--- config.mk ---
export PLATFORM = sky130hd
export DESIGN_NAME = i2c_msg_sequencer
export DESIGN_NICKNAME = d
export VERILOG_FILES = /design/src/rtl/i2cseq_pkg.sv /design/src/rtl/i2cseq_addr_gen.sv /design/src/rtl/i2cseq_rx_plan.sv /design/src/rtl/i2c_msg_sequencer.sv
export SDC_FILE = /design/constraint.sdc
export NUM_CORES = 1
export LEC_CHECK = 0
export ABC_AREA = 1
export BUFFER_PORTS_ARGS = -buffer_cell sky130_fd_sc_hd__buf_4
export CORE_ASPECT_RATIO = 0.7
export CORE_MARGIN = 3
export CORE_UTILIZATION = 59
export DETAILED_ROUTE_END_ITERATION = 10
export HOLD_SLACK_MARGIN = 0.02
export PLACE_DENSITY_LB_ADDON = 0.2
export SYNTH_ARGS = -nofsm -noshare
export SYNTH_HDL_FRONTEND = slang
export SYNTH_SLANG_ARGS = --single-unit
--- constraint.sdc ---
create_clock -name clk -period 5.1 [get_ports clk]
set_input_delay 1.02 -clock clk [delete_from_list [all_inputs] [get_ports clk]]
set_output_delay 1.02 -clock clk [all_outputs]
set_load 0.02 [all_outputs]
--- src/rtl/i2cseq_pkg.sv ---
package i2cseq_pkg;

  typedef enum logic [1:0] {
    CND_NONE   = 2'd0,
    CND_START  = 2'd1,
    CND_RSTART = 2'd2
  } cond_e;

  typedef enum logic [1:0] {
    OP_SEND = 2'd0,
    OP_RECV = 2'd1,
    OP_STOP = 2'd2
  } op_e;

  localparam logic [1:0] EV_ACK  = 2'd0;
  localparam logic [1:0] EV_NACK = 2'd1;
  localparam logic [1:0] EV_DATA = 2'd2;
  localparam logic [1:0] EV_ARB  = 2'd3;

  localparam logic [1:0] ST_OK    = 2'd0;
  localparam logic [1:0] ST_NODEV = 2'd1;
  localparam logic [1:0] ST_NOACK = 2'd2;
  localparam logic [1:0] ST_ARB   = 2'd3;

  typedef struct packed {
    cond_e      cond;
    op_e        op;
    logic [7:0] data;
    logic       nack;
    logic       stop;
  } cmd_t;

  typedef enum logic [3:0] {
    S_IDLE, S_NEXT, S_ISSUE, S_HDR, S_LOW_R, S_ADDR_R,
    S_SEND, S_RECV, S_SKIP, S_FIN, S_DONE
  } state_e;

  function automatic cmd_t mk_cmd(cond_e c, op_e o, logic [7:0] d, logic n, logic s);
    cmd_t r;
    r.cond = c;
    r.op   = o;
    r.data = d;
    r.nack = n;
    r.stop = s;
    return r;
  endfunction

endpackage

--- src/rtl/i2cseq_addr_gen.sv ---
// Builds every address byte a message may need from its descriptor.
module i2cseq_addr_gen (
  input  logic [9:0] dev,
  input  logic       rd,
  output logic [7:0] short_b,
  output logic [7:0] hdr_w,
  output logic [7:0] hdr_r,
  output logic [7:0] low_b
);
  assign short_b = {dev[7:1], rd};
  assign hdr_w   = {5'b11110, dev[9:8], 1'b0};
  assign hdr_r   = {5'b11110, dev[9:8], 1'b1};
  assign low_b   = dev[7:0];
endmodule

--- src/rtl/i2cseq_rx_plan.sv ---
// Decides reply and stop arming for receive byte k of a message.
module i2cseq_rx_plan #(
  parameter int LEN_W = 4
) (
  input  logic [LEN_W-1:0] len,
  input  logic [LEN_W-1:0] k,
  input  logic             last_msg,
  output logic             nack,
  output logic             stop
);
  localparam logic [LEN_W:0] ONE = 1;
  logic [LEN_W:0] k_plus;

  assign k_plus = {1'b0, k} + ONE;
  assign nack   = k_plus >= {1'b0, len};
  assign stop   = nack & last_msg;
endmodule

--- src/rtl/i2c_msg_sequencer.sv ---
module i2c_msg_sequencer
  import i2cseq_pkg::*;
#(
  parameter int IDX_W = 4,
  parameter int LEN_W = 4
) (
  input  logic             clk,
  input  logic             rst_n,
  input  logic             start_valid,
  output logic             start_ready,
  input  logic [IDX_W-1:0] start_base,
  input  logic [IDX_W:0]   start_count,
  output logic             done,
  output logic [IDX_W-1:0] msg_idx,
  input  logic [9:0]       desc_addr,
  input  logic             desc_ten,
  input  logic             desc_rd,
  input  logic             desc_skip,
  input  logic [LEN_W-1:0] desc_len,
  output logic [LEN_W-1:0] buf_pos,
  input  logic [7:0]       buf_rdata,
  output logic             buf_we,
  output logic [7:0]       buf_wdata,
  output logic             stat_we,
  output logic [IDX_W-1:0] stat_idx,
  output logic [1:0]       stat_code,
  output logic             cmd_valid,
  input  logic             cmd_ready,
  output logic [1:0]       cmd_cond,
  output logic [1:0]       cmd_op,
  output logic [7:0]       cmd_data,
  output logic             cmd_nack,
  output logic             cmd_stop,
  input  logic             evt_valid,
  input  logic [1:0]       evt_kind,
  input  logic [7:0]       evt_data
);
  localparam logic [IDX_W:0]   ONE_C = 1;
  localparam logic [LEN_W:0]   ONE_L = 1;
  localparam logic [LEN_W-1:0] ONE_P = 1;

  state_e           state_q, ret_q;
  cmd_t             cmd_q;
  logic             cmd_v_q;
  logic [IDX_W-1:0] base_q;
  logic [IDX_W:0]   cnt_q, cur_q, cur_inc;
  logic [LEN_W-1:0] pos_q, k_sel;
  logic [LEN_W:0]   pos_nx;
  logic             first_q, open_q, done_q;
  logic [1:0]       err_q;
  logic             st_we_q;
  logic [IDX_W-1:0] st_idx_q;
  logic [1:0]       st_code_q;

  logic             more, last_msg, waiting;
  logic             is_ack, is_data;
  logic             err_hit;
  logic [1:0]       err_code;
  logic [7:0]       short_b, hdr_w, hdr_r, low_b;
  logic             rx_nack, rx_stop;

  assign msg_idx  = base_q + cur_q[IDX_W-1:0];
  assign cur_inc  = cur_q + ONE_C;
  assign more     = cur_q < cnt_q;
  assign last_msg = cur_inc == cnt_q;
  assign pos_nx   = {1'b0, pos_q} + ONE_L;
  assign waiting  = (state_q == S_HDR) || (state_q == S_LOW_R) || (state_q == S_ADDR_R) ||
                    (state_q == S_SEND) || (state_q == S_RECV);
  assign is_ack   = evt_valid && (evt_kind == EV_ACK);
  assign is_data  = evt_valid && (evt_kind == EV_DATA);

  i2cseq_addr_gen u_addr (
    .dev     (desc_addr),
    .rd      (desc_rd),
    .short_b (short_b),
    .hdr_w   (hdr_w),
    .hdr_r   (hdr_r),
    .low_b   (low_b)
  );

  // first receive uses byte 0, later ones the byte after the current one
  assign k_sel = (state_q == S_ADDR_R) ? '0 : pos_q + ONE_P;

  i2cseq_rx_plan #(.LEN_W(LEN_W)) u_rx (
    .len      (desc_len),
    .k        (k_sel),
    .last_msg (last_msg),
    .nack     (rx_nack),
    .stop     (rx_stop)
  );

  // error classification for the event in the current wait state
  always_comb begin
    err_hit  = 1'b0;
    err_code = ST_OK;
    if (evt_valid && waiting) begin
      if (evt_kind == EV_ARB) begin
        err_hit  = 1'b1;
        err_code = ST_ARB;
      end else if (evt_kind == EV_NACK && state_q != S_RECV) begin
        err_hit  = 1'b1;
        err_code = (state_q == S_SEND && pos_q != '0) ? ST_NOACK : ST_NODEV;
      end
    end
  end

  assign buf_we    = is_data && (state_q == S_RECV);
  assign buf_wdata = evt_data;
  assign buf_pos   = pos_q;

  always_ff @(posedge clk or negedge rst_n) begin
    if (!rst_n) begin
      state_q   <= S_IDLE;
      ret_q     <= S_IDLE;
      cmd_q     <= mk_cmd(CND_NONE, OP_SEND, 8'h00, 1'b0, 1'b0);
      cmd_v_q   <= 1'b0;
      base_q    <= '0;
      cnt_q     <= '0;
      cur_q     <= '0;
      pos_q     <= '0;
      first_q   <= 1'b0;
      open_q    <= 1'b0;
      done_q    <= 1'b0;
      err_q     <= ST_OK;
      st_we_q   <= 1'b0;
      st_idx_q  <= '0;
      st_code_q <= ST_OK;
    end else begin
      done_q  <= 1'b0;
      st_we_q <= 1'b0;
      if (err_hit) begin
        st_we_q   <= 1'b1;
        st_idx_q  <= msg_idx;
        st_code_q <= err_code;
        err_q     <= err_code;
        cur_q     <= cur_inc;
        state_q   <= S_SKIP;
      end else begin
        case (state_q)
          S_IDLE: begin
            if (start_valid) begin
              base_q  <= start_base;
              cnt_q   <= start_count;
              cur_q   <= '0;
              first_q <= 1'b1;
              state_q <= S_NEXT;
            end
          end
          S_NEXT: begin
            pos_q <= '0;
            if (!more) begin
              state_q <= S_FIN;
            end else begin
              first_q <= 1'b0;
              cmd_q   <= mk_cmd(first_q ? CND_START : CND_RSTART, OP_SEND,
                                desc_ten ? hdr_w : short_b, 1'b0, 1'b0);
              cmd_v_q <= 1'b1;
              ret_q   <= desc_ten ? S_HDR : (desc_rd ? S_ADDR_R : S_SEND);
              state_q <= S_ISSUE;
            end
          end
          S_ISSUE: begin
            if (cmd_ready) begin
              cmd_v_q <= 1'b0;
              state_q <= ret_q;
              if (cmd_q.cond == CND_START) open_q <= 1'b1;
              if (cmd_q.op == OP_STOP || cmd_q.stop) open_q <= 1'b0;
            end
          end
          S_HDR: begin
            if (is_ack) begin
              cmd_q   <= mk_cmd(CND_NONE, OP_SEND, low_b, 1'b0, 1'b0);
              cmd_v_q <= 1'b1;
              ret_q   <= desc_rd ? S_LOW_R : S_SEND;
              state_q <= S_ISSUE;
            end
          end
          S_LOW_R: begin
            if (is_ack) begin
              cmd_q   <= mk_cmd(CND_RSTART, OP_SEND, hdr_r, 1'b0, 1'b0);
              cmd_v_q <= 1'b1;
              ret_q   <= S_ADDR_R;
              state_q <= S_ISSUE;
            end
          end
          S_ADDR_R: begin
            if (is_ack) begin
              if (desc_len == '0) begin
                st_we_q   <= 1'b1;
                st_idx_q  <= msg_idx;
                st_code_q <= ST_OK;
                cur_q     <= cur_inc;
                state_q   <= S_NEXT;
              end else begin
                cmd_q   <= mk_cmd(CND_NONE, OP_RECV, 8'h00, rx_nack, rx_stop);
                cmd_v_q <= 1'b1;
                ret_q   <= S_RECV;
                state_q <= S_ISSUE;
              end
            end
          end
          S_SEND: begin
            if (is_ack) begin
              if (pos_q == desc_len) begin
                st_we_q   <= 1'b1;
                st_idx_q  <= msg_idx;
                st_code_q <= ST_OK;
                cur_q     <= cur_inc;
                state_q   <= S_NEXT;
              end else begin
                cmd_q   <= mk_cmd(CND_NONE, OP_SEND, buf_rdata, 1'b0, 1'b0);
                cmd_v_q <= 1'b1;
                pos_q   <= pos_q + ONE_P;
                ret_q   <= S_SEND;
                state_q <= S_ISSUE;
              end
            end
          end
          S_RECV: begin
            if (is_data) begin
              if (pos_nx == {1'b0, desc_len}) begin
                st_we_q   <= 1'b1;
                st_idx_q  <= msg_idx;
                st_code_q <= ST_OK;
                cur_q     <= cur_inc;
                state_q   <= S_NEXT;
              end else begin
                cmd_q   <= mk_cmd(CND_NONE, OP_RECV, 8'h00, rx_nack, rx_stop);
                cmd_v_q <= 1'b1;
                pos_q   <= pos_q + ONE_P;
                ret_q   <= S_RECV;
                state_q <= S_ISSUE;
              end
            end
          end
          S_SKIP: begin
            if (more && desc_skip) begin
              st_we_q   <= 1'b1;
              st_idx_q  <= msg_idx;
              st_code_q <= err_q;
              cur_q     <= cur_inc;
            end else begin
              state_q <= S_NEXT;
            end
          end
          S_FIN: begin
            if (open_q) begin
              cmd_q   <= mk_cmd(CND_NONE, OP_STOP, 8'h00, 1'b0, 1'b0);
              cmd_v_q <= 1'b1;
              ret_q   <= S_DONE;
              state_q <= S_ISSUE;
            end else begin
              state_q <= S_DONE;
            end
          end
          S_DONE: begin
            done_q  <= 1'b1;
            state_q <= S_IDLE;
          end
          default: state_q <= S_IDLE;
        endcase
      end
    end
  end

  assign start_ready = (state_q == S_IDLE);
  assign done        = done_q;
  assign stat_we     = st_we_q;
  assign stat_idx    = st_idx_q;
  assign stat_code   = st_code_q;
  assign cmd_valid   = cmd_v_q;
  assign cmd_cond    = cmd_q.cond;
  assign cmd_op      = cmd_q.op;
  assign cmd_data    = cmd_q.data;
  assign cmd_nack    = cmd_q.nack;
  assign cmd_stop    = cmd_q.stop;

endmodule

==> key figures <==
Outcome
  • Status: finished clean

Timing
  • Worst slew margin: 0.551
  • Hold Fails Final Rpt: 0
  • Final Cycle Share: 0.561
  • Setup TNS: 0 ns
  • Maximum clock rate: 349 MHz
  • Max Slew Vio Count: 0
  • WHS: 0.483 ns
  • Worst Tran Pin Value: 0.674 ns
  • Clock Skews: 0.00601 ns
  • Unrepaired setup endpoints after global routing: false
  • Final setup viols: 0
  • Post-layout min period: 2.86 ns
  • Final worst setup slack: 2.24 ns

CTS
  • CTS Root Cell: clkbuf_8
  • Clk_lat worst skew: 0.31 ns
  • CTS Buf Count: 5
  • Clock tree buffer depth: 2
  • Postcts setup bufs: 0
  • CTS Hold Bufs: 0
  • CTS sink count: 52
  • Clock-pin slew on the worst setup and hold paths: 0.10 ns
  • CTS tree: yes
  • Post-CTS sizing: 0
  • H-tree depth: 2

Cells and area
  • Seq. cell area: 0.00130 mm2
  • Post-Layout Cell Count: 688
  • Antenna diodes: 0
  • Most frequent cells in the layout: nand2_1 (200), buf_4 (73), inv_1 (64)
  • Final Util: 0.736
  • Area growth syn-to-layout: 16.0%
  • Fillers: 505
  • Share of layout cells above drive strength 1: 0.188
  • Multi-input gate area: 0.00204 mm2
  • Commonest non-fill, non-tap cell in the layout: nand2_1
  • Final nets: 678
  • Post-Layout Inst Area: 0.00436 mm2

Drt
  • Vias/cell: 5.48
  • Routed length per placed instance: 14.2 um
  • Post-route ant nets: 0
  • Via count: 3,767
  • DR pass1 iterations: 5
  • DRC viols: 0
  • WL final: 9.74 mm
  • Initial DRC count: 380

Pwr
  • Share of power burned in registers: 0.281
  • Final Total Pwr: 2.47 mW
  • Internal power: 1.20 mW
  • Net Sw Frac: 0.514
  • Worst vdd ir: 0.294 mV
  • Cell Pwr Density: 566 mW/mm2
  • Clock share of power: 0.104
  • Leakage power: 2.40 nW
  • NetSw: 1.27 mW
  • Logic pwr share: 0.615

Global routing
  • Overflow after GRT: 0
  • Vias in the first global route: 3,420
  • Initial antenna violation count: 0
  • First-pass GRT wire length: 16.2 mm
  • Largest net degree at the start of global routing: 53
  • All-layer global routing usage: 0.271

Critical path
  • CP max FO: 6
  • Critical path class: reg -> out
  • Worst r2r path cells: 15
  • Crit-path max cell delay: 0.48 ns
  • Worst path slowest cell: dfrtp_1
  • Top delay family on crit path: adder cells
  • Startpoint types: register
  • WP data required: 4.08 ns
  • Worst-path cell chain: ha_1 -> inv_1 -> fa_1 -> xnor2_1 -> buf_4
  • Critical Path AT: 1.84 ns
  • Worst path buffer plus inverter count: 2
  • CP Depth: 5
  • Reg2reg setup slack: 2.59 ns
  • Endpoint type of the worst setup path: primary output

Hold path
  • Hold depth: 2
  • Worst Hold Class: reg -> reg

Yosys
  • Sequential share of the synthesized area: 0.346
  • Synthesized net count: 616
  • Avg Cell Area, Syn: 6.84 um2
  • Asr flop ratio synth: 1.00
  • Synth area leader: dfrtp_1
  • Yosys warnings: 0
  • Mapped Cells: 550
  • Number of synthesized flops with an enable pin: 0
  • Yosys cell types: 34
  • Largest cells by area after synthesis: dfrtp_1 (35%), nand2_1 (20%), inv_1 (6.4%), ha_1 (5.3%), nand3_1 (4.9%)
  • Cell Area, Synth: 0.00376 mm2
  • Synth Flop Type: dfrtp_1
  • Share of the synthesized area in the top cell type: 0.346
  • Post-synthesis sequential element count: 52

Floorplan
  • Io pins: 90
  • Die width: 101 um
  • Total core area: 0.00593 mm2
  • Full die area: 0.00738 mm2
  • Initial Util: 0.634
  • Die Ht: 72.8 um
  • Row count: 23

Placed design
  • Placer Congestion: 0.963
  • I/O Buffers: 73
  • Post-Place Setup Slack: 2.38 ns
  • Placed insts: 680
  • Final HPWL from detailed placement: 7.41 mm
  • DP Area: 0.00427 mm2

Job
  • Maxcap violations: 0
## registers in the layout, summed over array words and instances (netlist names)
signal     cells
cmd_data       8
cnt_q          5
cur_q          5
base_q         4
buf_pos        4
ret_q          4
stat_idx       4
state_q        4
cmd_cond       2
err_q          2
stat_code      2
cmd_nack       1
cmd_op         1
cmd_stop       1
cmd_valid      1
done           1
first_q        1
open_q         1
stat_we        1
## final timing paths
path,start,endpoint
setup / recovery,cur_q[0],msg_idx[2]
hold / removal,cmd_nack,cmd_nack
setup reg to reg,buf_pos[0],cmd_stop
hold reg to reg,cmd_nack,cmd_nack
max in group asynchronous,rst_n,stat_code[1]
min in group asynchronous,rst_n,cnt_q[4]
## power groups by stage
| stage | clock (mW) | sequential [mW] | combinational, mW |
|---|---|---|---|
| global route | 0.280 | 0.709 | 1.70 |
| finish | 0.257 | 0.693 | 1.52 |
| floorplan | 0 | 0.735 | 1.06 |
| CTS | 0.261 | 0.688 | 1.51 |
| detailed placement | 0 | 0.694 | 1.50 |
| global placement | 0 | 0.691 | 1.45 |
## layout make-up
type / count / area share
multi-input cells: 405 / 0.468
flip-flops and latches: 52 / 0.298
repair buffers: 73 / 0.126
inverters: 75 / 0.0645
well taps: 75 / 0.0215
clock buffers: 7 / 0.0198
clock inverters: 1 / 0.00172
## Yosys cell counts (2+ instances only)
cell and count:
nand3_2 3, inv_1 64, o21ai_1 6, nor2_4 7
nand3_1 37, inv_2 10, nand2_2 5, nor2_2 5
nand2_1 200, a31oi_1 2, clkbuf_1 2, nor2_1 43
ha_1 16, o21ai_0 25, dfrtp_1 52, buf_4 11
nor3_1 4, xor2_1 5, buf_2 2, buf_6 3
a21oi_1 14, nand4_1 18, xnor2_1 5
## logic make-up (layout without fill, tap and decap cells)
logic type                 after synthesis  in the layout  share of synthesized area
and+or+nand+nor                        326            326                      0.388
xor gates and xnor gates                10             10                     0.0233
buffers and inverters                   93            156                      0.110
AOI/OAI and AO/OA                       52             52                     0.0739
DFF                                     52             52                      0.346
adders and majority gates               17             17                     0.0586
## worst min-delay path, cell delays in order (launching register included)
cell and delay (ns):
dfrtp_1 0.36, nand2_1 0.05, nand2_1 0.05
## routing by layer
metal / wire (um) / track usage / vias to the layer above
met5: 0 / 0 / -
met4: 114 / 0.0634 / 0
met3: 959 / 0.0621 / 21
met2: 4070 / 0.389 / 179
met1: 4600 / 0.415 / 1706
li1: - / - / 1861
Note: power is estimated with default switching activity, not from simulation.
